**src/rtl/rxq_pkg.sv**
```systemverilog
package rxq_pkg;
  localparam int WORD_W = 12;
  localparam int LVL_W  = 6;
  localparam int CMP_W  = 8;
  localparam logic [WORD_W-1:0] BREAK_WORD = 12'h400;

  typedef logic [WORD_W-1:0] rx_word_t;

  // threshold: 1 when queueing is off, level bits [5:3] scaled by 4 otherwise
  function automatic logic [CMP_W-1:0] rxq_thr(input logic en, input logic [LVL_W-1:0] lvl);
    logic [CMP_W-1:0] t;
    t = en ? {3'b000, lvl[5:3], 2'b00} : 8'd1;
    return t;
  endfunction
endpackage

```
**src/rtl/rxq_cfg.sv**
```systemverilog
module rxq_cfg
  import rxq_pkg::*;
(
  input  logic             clk,
  input  logic             rst_n,
  input  logic             lcr_wr,
  input  logic             lcr_fifo_en,
  input  logic             lvl_wr,
  input  logic [LVL_W-1:0] lvl_value,
  output logic             fifo_en,
  output logic [CMP_W-1:0] thr,
  output logic             flush_ev
);
  logic             en_q;
  logic [LVL_W-1:0] lvl_q;

  assign flush_ev = lcr_wr && (lcr_fifo_en != en_q);

  always_ff @(posedge clk or negedge rst_n) begin
    if (!rst_n) begin
      en_q  <= 1'b0;
      lvl_q <= '0;
    end else begin
      if (lcr_wr) en_q  <= lcr_fifo_en;
      if (lvl_wr) lvl_q <= lvl_value;
    end
  end

  assign fifo_en = en_q;
  assign thr     = rxq_thr(en_q, lvl_q);


  lvl_takes_next_chk: assert property (@(posedge clk) disable iff (!rst_n)
    lvl_wr |=> (lvl_q == $past(lvl_value)));
endmodule

```
**src/rtl/rxq_store.sv**
```systemverilog
module rxq_store
  import rxq_pkg::*;
#(
  parameter int DEPTH = 16,
  localparam int PTR_W = $clog2(DEPTH)
) (
  input  logic             clk,
  input  logic             rst_n,
  input  logic             wr_en,
  input  logic [PTR_W-1:0] wr_slot,
  input  rx_word_t         wr_word,
  input  logic [PTR_W-1:0] rd_ptr,
  output rx_word_t         rd_word
);
  rx_word_t cells [DEPTH];

  for (genvar g = 0; g < DEPTH; g++) begin : g_cell
    rx_word_t cell_q;
    always_ff @(posedge clk or negedge rst_n) begin
      if (!rst_n)                                   cell_q <= '0;
      else if (wr_en && (wr_slot == PTR_W'(g)))     cell_q <= wr_word;
    end
    assign cells[g] = cell_q;
  end

  assign rd_word = cells[rd_ptr];
endmodule

```
**src/rtl/rxq_ctrl.sv**
```systemverilog
module rxq_ctrl
  import rxq_pkg::*;
#(
  parameter int DEPTH = 16,
  localparam int PTR_W = $clog2(DEPTH),
  localparam int CNT_W = $clog2(DEPTH + 1)
) (
  input  logic             clk,
  input  logic             rst_n,
  input  logic             push_req,
  input  logic             pop_req,
  input  logic             flush_ev,
  input  logic             fifo_en,
  input  logic [CMP_W-1:0] thr,
  output logic             wr_en,
  output logic [PTR_W-1:0] wr_slot,
  output logic [PTR_W-1:0] rd_ptr,
  output logic             ready,
  output logic             empty,
  output logic             full,
  output logic             irq
);
  localparam logic [CNT_W-1:0] CNT_ONE = CNT_W'(1);
  localparam logic [PTR_W-1:0] PTR_ONE = PTR_W'(1);
  localparam logic [CMP_W-1:0] CMP_DEPTH = CMP_W'(DEPTH);

  logic [PTR_W-1:0] ptr_q, ptr_mid;
  logic [CNT_W-1:0] cnt_q, cnt_mid, cnt_n;
  logic [CNT_W-1:0] cap;
  logic             empty_q, full_q, irq_q;
  logic             empty_n, full_n, irq_n;
  logic             push_eff, pop_act, pop_move;
  logic [CMP_W-1:0] mid_plus1;

  // slot after the last stored word, wrapping around the ring
  function automatic logic [PTR_W-1:0] ring_slot(input logic [PTR_W-1:0] p, input logic [CNT_W-1:0] c);
    return p + PTR_W'(c);
  endfunction

  assign cap      = fifo_en ? CNT_W'(DEPTH) : CNT_ONE;
  assign ready    = (cnt_q < cap);
  assign push_eff = push_req && ready && !flush_ev;
  assign pop_act  = pop_req && !flush_ev;
  assign pop_move = pop_act && (cnt_q != '0);

  assign ptr_mid   = pop_move ? ptr_q + PTR_ONE : ptr_q;
  assign cnt_mid   = pop_move ? cnt_q - CNT_ONE : cnt_q;
  assign mid_plus1 = CMP_W'(cnt_mid) + CMP_W'(1);
  assign cnt_n     = push_eff ? cnt_mid + CNT_ONE : cnt_mid;

  assign wr_en   = push_eff;
  assign wr_slot = ring_slot(ptr_mid, cnt_mid);

  always_comb begin
    empty_n = empty_q;
    full_n  = full_q;
    irq_n   = irq_q;
    // read applied first
    if (pop_act) begin
      full_n = 1'b0;
      if (cnt_mid == '0)      empty_n = 1'b0 | 1'b1;
      if (mid_plus1 == thr)   irq_n   = 1'b0;
    end
    // then the store
    if (push_eff) begin
      empty_n = 1'b0;
      if (!fifo_en || (mid_plus1 == CMP_DEPTH)) full_n = 1'b1;
      if (mid_plus1 == thr)                     irq_n  = 1'b1;
    end
  end

  always_ff @(posedge clk or negedge rst_n) begin
    if (!rst_n) begin
      ptr_q   <= '0;
      cnt_q   <= '0;
      empty_q <= 1'b1;
      full_q  <= 1'b0;
      irq_q   <= 1'b0;
    end else if (flush_ev) begin
      ptr_q <= '0;
      cnt_q <= '0;
    end else begin
      ptr_q   <= ptr_mid;
      cnt_q   <= cnt_n;
      empty_q <= empty_n;
      full_q  <= full_n;
      irq_q   <= irq_n;
    end
  end

  assign rd_ptr = ptr_q;
  assign empty  = empty_q;
  assign full   = full_q;
  assign irq    = irq_q;


  no_overflow_chk: assert property (@(posedge clk) disable iff (!rst_n)
    cnt_q <= CNT_W'(DEPTH));

  single_slot_chk: assert property (@(posedge clk) disable iff (!rst_n)
    (!fifo_en && !$past(flush_ev)) |-> (cnt_q <= CNT_ONE));

  store_clears_empty_chk: assert property (@(posedge clk) disable iff (!rst_n)
    (push_req && ready && !flush_ev) |=> !empty);

  read_clears_full_chk: assert property (@(posedge clk) disable iff (!rst_n)
    (pop_req && !push_req && !flush_ev) |=> !full);

  flush_empties_chk: assert property (@(posedge clk) disable iff (!rst_n)
    flush_ev |=> (cnt_q == '0 && rd_ptr == '0));

  empty_read_holds_chk: assert property (@(posedge clk) disable iff (!rst_n)
    (pop_req && cnt_q == '0 && !push_req && !flush_ev) |=> $stable(rd_ptr));
endmodule

```
**src/rtl/rx_char_queue.sv**
```systemverilog
module rx_char_queue
  import rxq_pkg::*;
#(
  parameter int DEPTH = 16,
  localparam int PTR_W = $clog2(DEPTH)
) (
  input  logic        clk,
  input  logic        rst_n,
  input  logic        rx_valid,
  input  logic [11:0] rx_word,
  input  logic        rx_break,
  input  logic        rd_pop,
  input  logic        lcr_wr,
  input  logic        lcr_fifo_en,
  input  logic        lvl_wr,
  input  logic [5:0]  lvl_value,
  output logic [11:0] rd_word,
  output logic        rx_ready,
  output logic        rx_empty,
  output logic        rx_full,
  output logic        rx_irq
);
  logic             fifo_en, flush_ev, push_req, wr_en;
  logic [CMP_W-1:0] thr;
  logic [PTR_W-1:0] wr_slot, rd_ptr;
  rx_word_t         push_word;

  assign push_req  = rx_valid || rx_break;
  assign push_word = rx_break ? BREAK_WORD : rx_word;

  rxq_cfg u_cfg (
    .clk(clk), .rst_n(rst_n), .lcr_wr(lcr_wr), .lcr_fifo_en(lcr_fifo_en),
    .lvl_wr(lvl_wr), .lvl_value(lvl_value),
    .fifo_en(fifo_en), .thr(thr), .flush_ev(flush_ev)
  );

  rxq_ctrl #(.DEPTH(DEPTH)) u_ctrl (
    .clk(clk), .rst_n(rst_n), .push_req(push_req), .pop_req(rd_pop),
    .flush_ev(flush_ev), .fifo_en(fifo_en), .thr(thr),
    .wr_en(wr_en), .wr_slot(wr_slot), .rd_ptr(rd_ptr),
    .ready(rx_ready), .empty(rx_empty), .full(rx_full), .irq(rx_irq)
  );

  rxq_store #(.DEPTH(DEPTH)) u_store (
    .clk(clk), .rst_n(rst_n), .wr_en(wr_en), .wr_slot(wr_slot),
    .wr_word(push_word), .rd_ptr(rd_ptr), .rd_word(rd_word)
  );


  break_word_chk: assert property (@(posedge clk) disable iff (!rst_n)
    (rx_break && wr_en) |-> (push_word == 12'h400));
endmodule

```
**config.mk**
```make
export PLATFORM = sky130hd
export DESIGN_NAME = rx_char_queue
export DESIGN_NICKNAME = d
export VERILOG_FILES = /design/src/rtl/rxq_pkg.sv /design/src/rtl/rxq_cfg.sv /design/src/rtl/rxq_store.sv /design/src/rtl/rxq_ctrl.sv /design/src/rtl/rx_char_queue.sv
export SDC_FILE = /design/constraint.sdc
export NUM_CORES = 1
export LEC_CHECK = 0
export CORE_UTILIZATION = 45
export CTS_CLUSTER_DIAMETER = 30
export DETAILED_ROUTE_END_ITERATION = 6
export DONT_BUFFER_PORTS = 1
export GPL_ROUTABILITY_DRIVEN = 0
export PLACE_DENSITY_LB_ADDON = 0.25
export SLEW_MARGIN = 20
export SYNTH_ARGS = -nofsm -noshare
export SYNTH_HDL_FRONTEND = slang
export SYNTH_HIERARCHICAL = 1
export SYNTH_SLANG_ARGS = --single-unit
```
**constraint.sdc**
```tcl
create_clock -name clk -period 3.96 [get_ports clk]
set_clock_uncertainty 0.05 [all_clocks]
set_input_delay 0.198 -clock clk [delete_from_list [all_inputs] [get_ports clk]]
set_output_delay 0.198 -clock clk [all_outputs]
set_load 0.01 [all_outputs]
```
Word level (Yosys, flattened, before mapping)
Index checks and enable logic that the tools add are counted.
{"block": "totals", "word_cells": 102, "register_bits": 211, "out_inout_bits": 16, "ramBits": 0, "memories": 0, "rom_bits": 0, "latchBits": 0}
{"block": "classes", "bitwise_logic": 2, "n_reduce_logical": 31, "n_mul": 0, "eq_ne": 18, "addsub": 5, "magnitude_cmp": 2, "n_div": 0, "n_mux": 21, "shift": 0}
{"op": "$bmux 12 s4", "n": 1}
{"op": "$mux 12", "n": 3}
{"op": "$eq 4x4->1 const B", "n": 8}
{"op": "$mux 5", "n": 5}
{"op": "$logic_and 1x1->1", "n": 21}
{"op": "$eq 4x3->1 const B", "n": 4}
{"op": "$mux 1", "n": 10}
{"op": "$eq 4x2->1 const B", "n": 2}
{"op": "$eq 8x5->1", "n": 1}
{"op": "$eq 8x5->1 const B", "n": 1}
{"op": "$mux 4", "n": 2}
{"op": "$add 5x1->6 const B", "n": 1}
{"op": "$add 5x1->5 const B", "n": 1}
{"op": "$ge 5x5->1 const B", "n": 1}
{"op": "$logic_not 5->1", "n": 1}
{"op": "$lt 5x5->1", "n": 1}
{"op": "$not 4->5", "n": 1}
{"op": "$reduce_bool 5->1", "n": 1}
{"op": "$sub 5x1->5 const B", "n": 1}
{"op": "$add 4x1->4 const B", "n": 1}
{"op": "$add 4x4->4", "n": 1}
{"op": "$eq 4x1->1 const B", "n": 1}
{"op": "$logic_not 4->1", "n": 1}
{"op": "$reduce_bool 2->1", "n": 2}
{"op": "5 further kinds", "n": 7}

Logic depth before layout (Yosys ltp)
{"block": "logic_depth", "depth_word": 12, "depth_mapped": 14}

Hierarchy
The synthesis kept the hierarchy.
{"module": "rxq_store", "cells_per_inst": 538, "n_inst": 1, "area_each_um2": 8770.9}
{"module": "rxq_ctrl", "cells_per_inst": 113, "n_inst": 1, "area_each_um2": 1141.1}
{"module": "rxq_cfg", "cells_per_inst": 20, "n_inst": 1, "area_each_um2": 217.7}
{"module": "rx_char_queue", "cells_per_inst": 14, "n_inst": 1, "area_each_um2": 93.8}

Worst setup path before layout
No wires, ideal clock.
{"block": "synth_path", "path_type": "register -> register", "startpoint": "register u_cfg.en_q, in the netlist u_cfg/fifo_en", "endpoint": "register u_store.g_cell[12].cell_q[10]", "n_path_buf": 2, "arrival_ps": 3336, "setup_time_ps": 125, "required_ps": 3785, "stages_incl_launch_ff": 15, "synth_period_minus_slack_ps": 3511, "setup_slack_ps": 449, "path_cell_list": "dfrtp_1 > xor2_1 > and2_1 > nand2b_1 > buf_2 > nor2_4 > mux2i_2 > xnor2_1 > ha_1 > a21oi_1 > xnor2_1 > nand3_1 > or3_1 > buf_6 > mux2_4"}
{"block": "synth_via", "elab_chain_len": 9}
{"element": "start: declaration", "line": "rxq_cfg.sv:14", "rtl": "logic en_q;"}
{"element": "start signal: assignment", "line": "rxq_cfg.sv:24", "rtl": "if (lcr_wr) en_q <= lcr_fifo_en;"}
{"element": "$ne 1x1->1 *", "line": "rxq_cfg.sv:17", "rtl": "assign flush_ev = lcr_wr && (lcr_fifo_en != en_q);"}
{"element": "$logic_and 1x1->1 *", "line": "rxq_cfg.sv:17"}
{"element": "via flush_ev", "line": "rx_char_queue.sv:23", "rtl": "logic fifo_en, flush_ev, push_req, wr_en;"}
{"element": "$logic_not 1->1 *", "line": "rxq_ctrl.sv:43", "rtl": "assign pop_act = pop_req && !flush_ev;"}
{"element": "$logic_and 1x1->1 *", "line": "rxq_ctrl.sv:43"}
{"element": "$logic_and 1x1->1 *", "line": "rxq_ctrl.sv:44", "rtl": "assign pop_move = pop_act && (cnt_q != '0);"}
{"element": "$mux 4 or $mux 5 (tied branches)", "line": "rxq_ctrl.sv:46, rxq_ctrl.sv:47"}
{"element": "$add 4x4->4 *", "line": "rxq_ctrl.sv:37", "rtl": "return p + PTR_W'(c);"}
{"element": "via wr_slot[2]", "line": "rx_char_queue.sv:25", "rtl": "logic [PTR_W-1:0] wr_slot, rd_ptr;"}
{"element": "$eq 4x4->1 *", "line": "rxq_store.sv:21", "rtl": "else if (wr_en && (wr_slot == PTR_W'(g))) cell_q <= wr_word;"}
{"element": "$logic_and 1x1->1 *", "line": "rxq_store.sv:21"}
{"element": "end signal: assignment", "line": "rxq_store.sv:21"}
{"element": "end: declaration", "line": "rxq_store.sv:18", "rtl": "rx_word_t cell_q;"}
Mark *: on every way through the listed nets, which the timed path passes. The rest lies on a longest branch.
A chain may end at the register's enable or synchronous reset.

Final worst setup path
{"block": "layout_path", "startpoint": "register u_cfg.en_q, in the netlist u_cfg/fifo_en", "endpoint": "register u_store.g_cell[3].cell_q[9]"}
{"block": "layout_via", "elab_chain_len": 9}
{"element": "$ne 1x1->1 *", "line": "rxq_cfg.sv:17"}
{"element": "$logic_and 1x1->1 *", "line": "rxq_cfg.sv:17"}
{"element": "via flush_ev", "line": "rx_char_queue.sv:23"}
{"element": "$logic_not 1->1 *", "line": "rxq_ctrl.sv:43"}
{"element": "$logic_and 1x1->1 *", "line": "rxq_ctrl.sv:43"}
{"element": "$logic_and 1x1->1 *", "line": "rxq_ctrl.sv:44"}
{"element": "$mux 4 or $mux 5 (tied branches)", "line": "rxq_ctrl.sv:46, rxq_ctrl.sv:47"}
{"element": "$add 4x4->4 *", "line": "rxq_ctrl.sv:37"}
{"element": "via wr_slot[3]", "line": "rx_char_queue.sv:25"}
{"element": "$eq 4x2->1 *", "line": "rxq_store.sv:21"}
{"element": "$logic_and 1x1->1 *", "line": "rxq_store.sv:21"}
{"element": "end signal: assignment", "line": "rxq_store.sv:21"}
{"element": "end: declaration", "line": "rxq_store.sv:18"}
Marked as above.

==> flow_metrics.py <==
metrics = {
    "power": {
        "p_int_mw": 7.164,
        "powerDensity_nw_per_um2": 824.5,
        "p_clk_share_pct": 38.4,
        "p_leak_nw": 5.642,
        "switching_share_pct": 29.10,
        "p_seq_share_pct": 31.4,
        "power_mw": 10.10,
        "p_sw_mw": 2.940,
        "power_frac_comb_pct": 30.2,
        "peakVddDrop_mv": 0.3694,
    },
    "sta": {
        "fin_hold_ws_ps": -668.9,
        "setup_violations": 0,
        "fin_crit_ps": 3695,
        "fmax_mhz": 270.6,
        "maxSlewViolCount": 0,
        "post-route-period-util_pct": 93.32,
        "finalHoldViolations": 208,
        "rsz0062_at_grt": "no",
        "worst_pin_slew_ps": 1126,
        "max_slew_margin_pct": 24.77,
        "fin_setup_tns_ps": 0,
    },
    "job": {
        "drv_cap": 0,
    },
    "logic_synthesis": {
        "synth_ff_type": "dfrtp_1",
        "syn_inst": 685,
        "yosysWarnings": 6,
        "ys_seq_area_share_pct": 50.92,
        "synthArstFlopShare_pct": 100.0,
        "synth_cell_types": 59,
        "avgSynthCellArea_um2": 14.92,
        "synth_seq_cells": 208,
        "syn-cell-area_um2": 10220,
        "synth-edff-count": 0,
    },
    "floorplan": {
        "start_util_pct": 46.42,
        "die-width_um": 152.7,
        "core_um2": 22030,
        "die_h_um": 152.7,
        "design.die.area_um2": 23330,
        "ios": 42,
        "rows": 54,
    },
    "clocking": {
        "cts.root.buffer_cell": "clkbuf_16",
        "ctsHtreeMaxLevel": 2,
        "clk_pin_slew_ps": 40,
        "cts_buffers": 44,
        "clkLatencyLatePin_ps": 520,
        "cts_sinks": 208,
        "clock_path_buffers": 3,
        "hold_buffers": 9,
        "cts_tree": "yes",
    },
    "drt": {
        "drtIter0Drc": 260,
        "routedWlPerCell_um": 22.14,
        "drt.antenna.violating_nets": 0,
        "via_per_inst": 5.701,
        "via_count": 5935,
        "drc_errors": 2,
        "drt-pass1-iter-count": 6,
        "drt_wl_total_um": 23040,
    },
    "finish": {
        "syn_to_final_growth_pct": 19.88,
        "drive_gt1_share_pct": 50.66,
        "layout.nets": 757,
    },
    "grt": {
        "grt_first_pass_wirelength_um": 37490,
        "grt_max_degree": 209,
        "antenna_found_initial": 0,
        "groute.usage.overall_pct": 20.83,
        "grt_pass1_vias": 6678,
        "grt_overflow_total": 0,
    },
    "place": {
        "dp_hpwl_um": 14070,
        "portBuffers": 0,
    },
    "worst_setup_path": {
        "cp.required_ps": 4300,
        "critPathLaunchType": "flip-flop",
        "crit_arrival_ps": 4040,
        "r2r_slack_ps": 260,
        "worstSetupPathType": "flip-flop to flip-flop",
        "end_kind": "flip-flop",
        "crit_fanout": 12,
        "rr_worst_depth": 12,
    },
    "status": {
        "violations": "design-rule violations, negative hold slack",
        "status": "finished with violations",
    },
    "hold_path": {
        "hold_class": "input port to async pin",
    },
}
[worst paths after layout]
check,startpoint,endpoint
worst max-delay path,u_cfg/fifo_en,u_store/g_cell[3].cell_q[9]
worst min-delay path,rst_n,u_store/g_cell[2].cell_q[7]
worst max register to register,u_cfg/fifo_en,u_store/g_cell[3].cell_q[9]
worst min register to register,u_store/g_cell[6].cell_q[4],u_store/g_cell[6].cell_q[4]
max in group asynchronous,rst_n,u_ctrl/rd_ptr[0]
min in group clk,rx_valid,u_ctrl/cnt_q[1]
[logic make-up after synthesis]
logic type | synth area share [%]
mux | 33.75
flops | 50.92
simple gates | 6.107
buf+inv | 2.962
compound gates | 3.672
xor+xnor | 1.701
fa+ha+maj | 0.8444
other cells | 0.03668
[through the flow]
step | hold WS (ps) | util (%) | cells | setup WS [ps] | cell area [um2]
4_1_cts | -689.2 | 55.60 | 1040 | 280.1 | 12250
3_3_place_gp | -138.0 | 47.88 | 950 | 368.5 | 10550
6_report | -668.9 | 55.64 | 1041 | 264.7 | 12260
5_1_grt | -687.1 | 55.63 | 1040 | 99.50 | 12250
3_5_place_dp | -139.0 | 47.89 | 950 | 325.3 | 10550
2_1_floorplan | -147.6 | - | 688 | 449.1 | 10230
[cell usage in the layout (no fill, tap or decap), types with 7 or more instances in the layout]
master,synthesis,routed
buf_4,6,32
mux2_2,165,165
mux4_2,48,48
nand2_1,21,21
clkbuf_8,0,8
dfrtp_1,207,205
a22oi_1,24,24
clkbuf_16,0,46
xor2_1,7,7
mux2_4,31,31
xnor2_1,11,11
bufinv_16,0,7
nor2b_1,15,12
dlygate4sd3_1,0,9
nor2_1,22,21
[power groups by stage]
stage	Sequential, mW	Clock [mW]	Combinational, mW
after global placement	3.14	0	2.95
after global routing	3.26	4.06	3.28
after detailed placement	3.20	0	3.04
final	3.18	3.88	3.05
after CTS	3.17	3.96	3.07
after floorplan	3.08	0	2.47
[state kept, by name, indices dropped and copies added, names as in the netlist]
register / flops
u_cfg/fifo_en: 1
u_cfg/lvl_q: 3
u_ctrl/cnt_q: 5
u_ctrl/empty: 1
u_ctrl/full: 1
u_ctrl/irq: 1
u_ctrl/rd_ptr: 4
u_store/g_cell.cell_q: 192
[critical path: stages (launching register included)]
cell,delay [ps]
dfrtp_1,450
xor2_1,190
and2_1,180
nand2b_1,200
nor2_4,310
mux2_4,340
maj3_2,290
a21oi_1,170
xnor2_1,160
nor3b_2,360
nor2b_1,200
buf_4,290
mux2_2,370
[final cells by class]
type | count | area, um2
diodes | 1 | 2.502
clock inverters | 23 | 330.3
well taps | 280 | 350.3
multi-input cells | 425 | 4736
flip-flops and latches | 208 | 5211
fillers | 1709 | 9771
repair buffers | 41 | 330.3
inverters | 5 | 18.77
clock buffers | 58 | 1276
[cells in the mapped netlist, types with 3 or more instances]
cell type,n,area share [%]
a21oi_1,5,0.24
a22oi_1,24,1.8
and2_2,3,0.22
buf_2,17,0.83
buf_4,6,0.44
buf_6,7,0.77
clkbuf_1,20,0.73
dfrtp_1,207,51
ha_1,6,0.73
inv_1,5,0.18
mux2_2,165,18
mux2_4,31,4.6
mux4_2,48,11
nand2_1,21,0.77
nand2b_1,4,0.24
nand3_1,4,0.20
nand3b_1,6,0.44
nor2_1,22,0.81
nor2b_1,15,0.92
o21ai_0,4,0.20
or2_1,3,0.18
or3_1,3,0.18
or3_4,4,0.44
xnor2_1,11,0.94
xor2_1,7,0.60
[per-layer routing]
metal / vias to the layer above / GRT usage (%) / wire length (um)
met5: - / 0 / 0
met4: 0 / 8.369 / 648
met3: 49 / 4.920 / 1022
met2: 134 / 34.23 / 11350
met1: 3131 / 26.65 / 10030
li1: 2621 / - / -
[what timing repair did]
action / 4_1_cts / 5_1_grt
buffers inserted: 0 / 0
endpoints found under the setup margin: 0 / 0
resized for setup: 0 / 0
hold endpoints to repair: 213 / 208
Power figures use the tool's default switching activity.
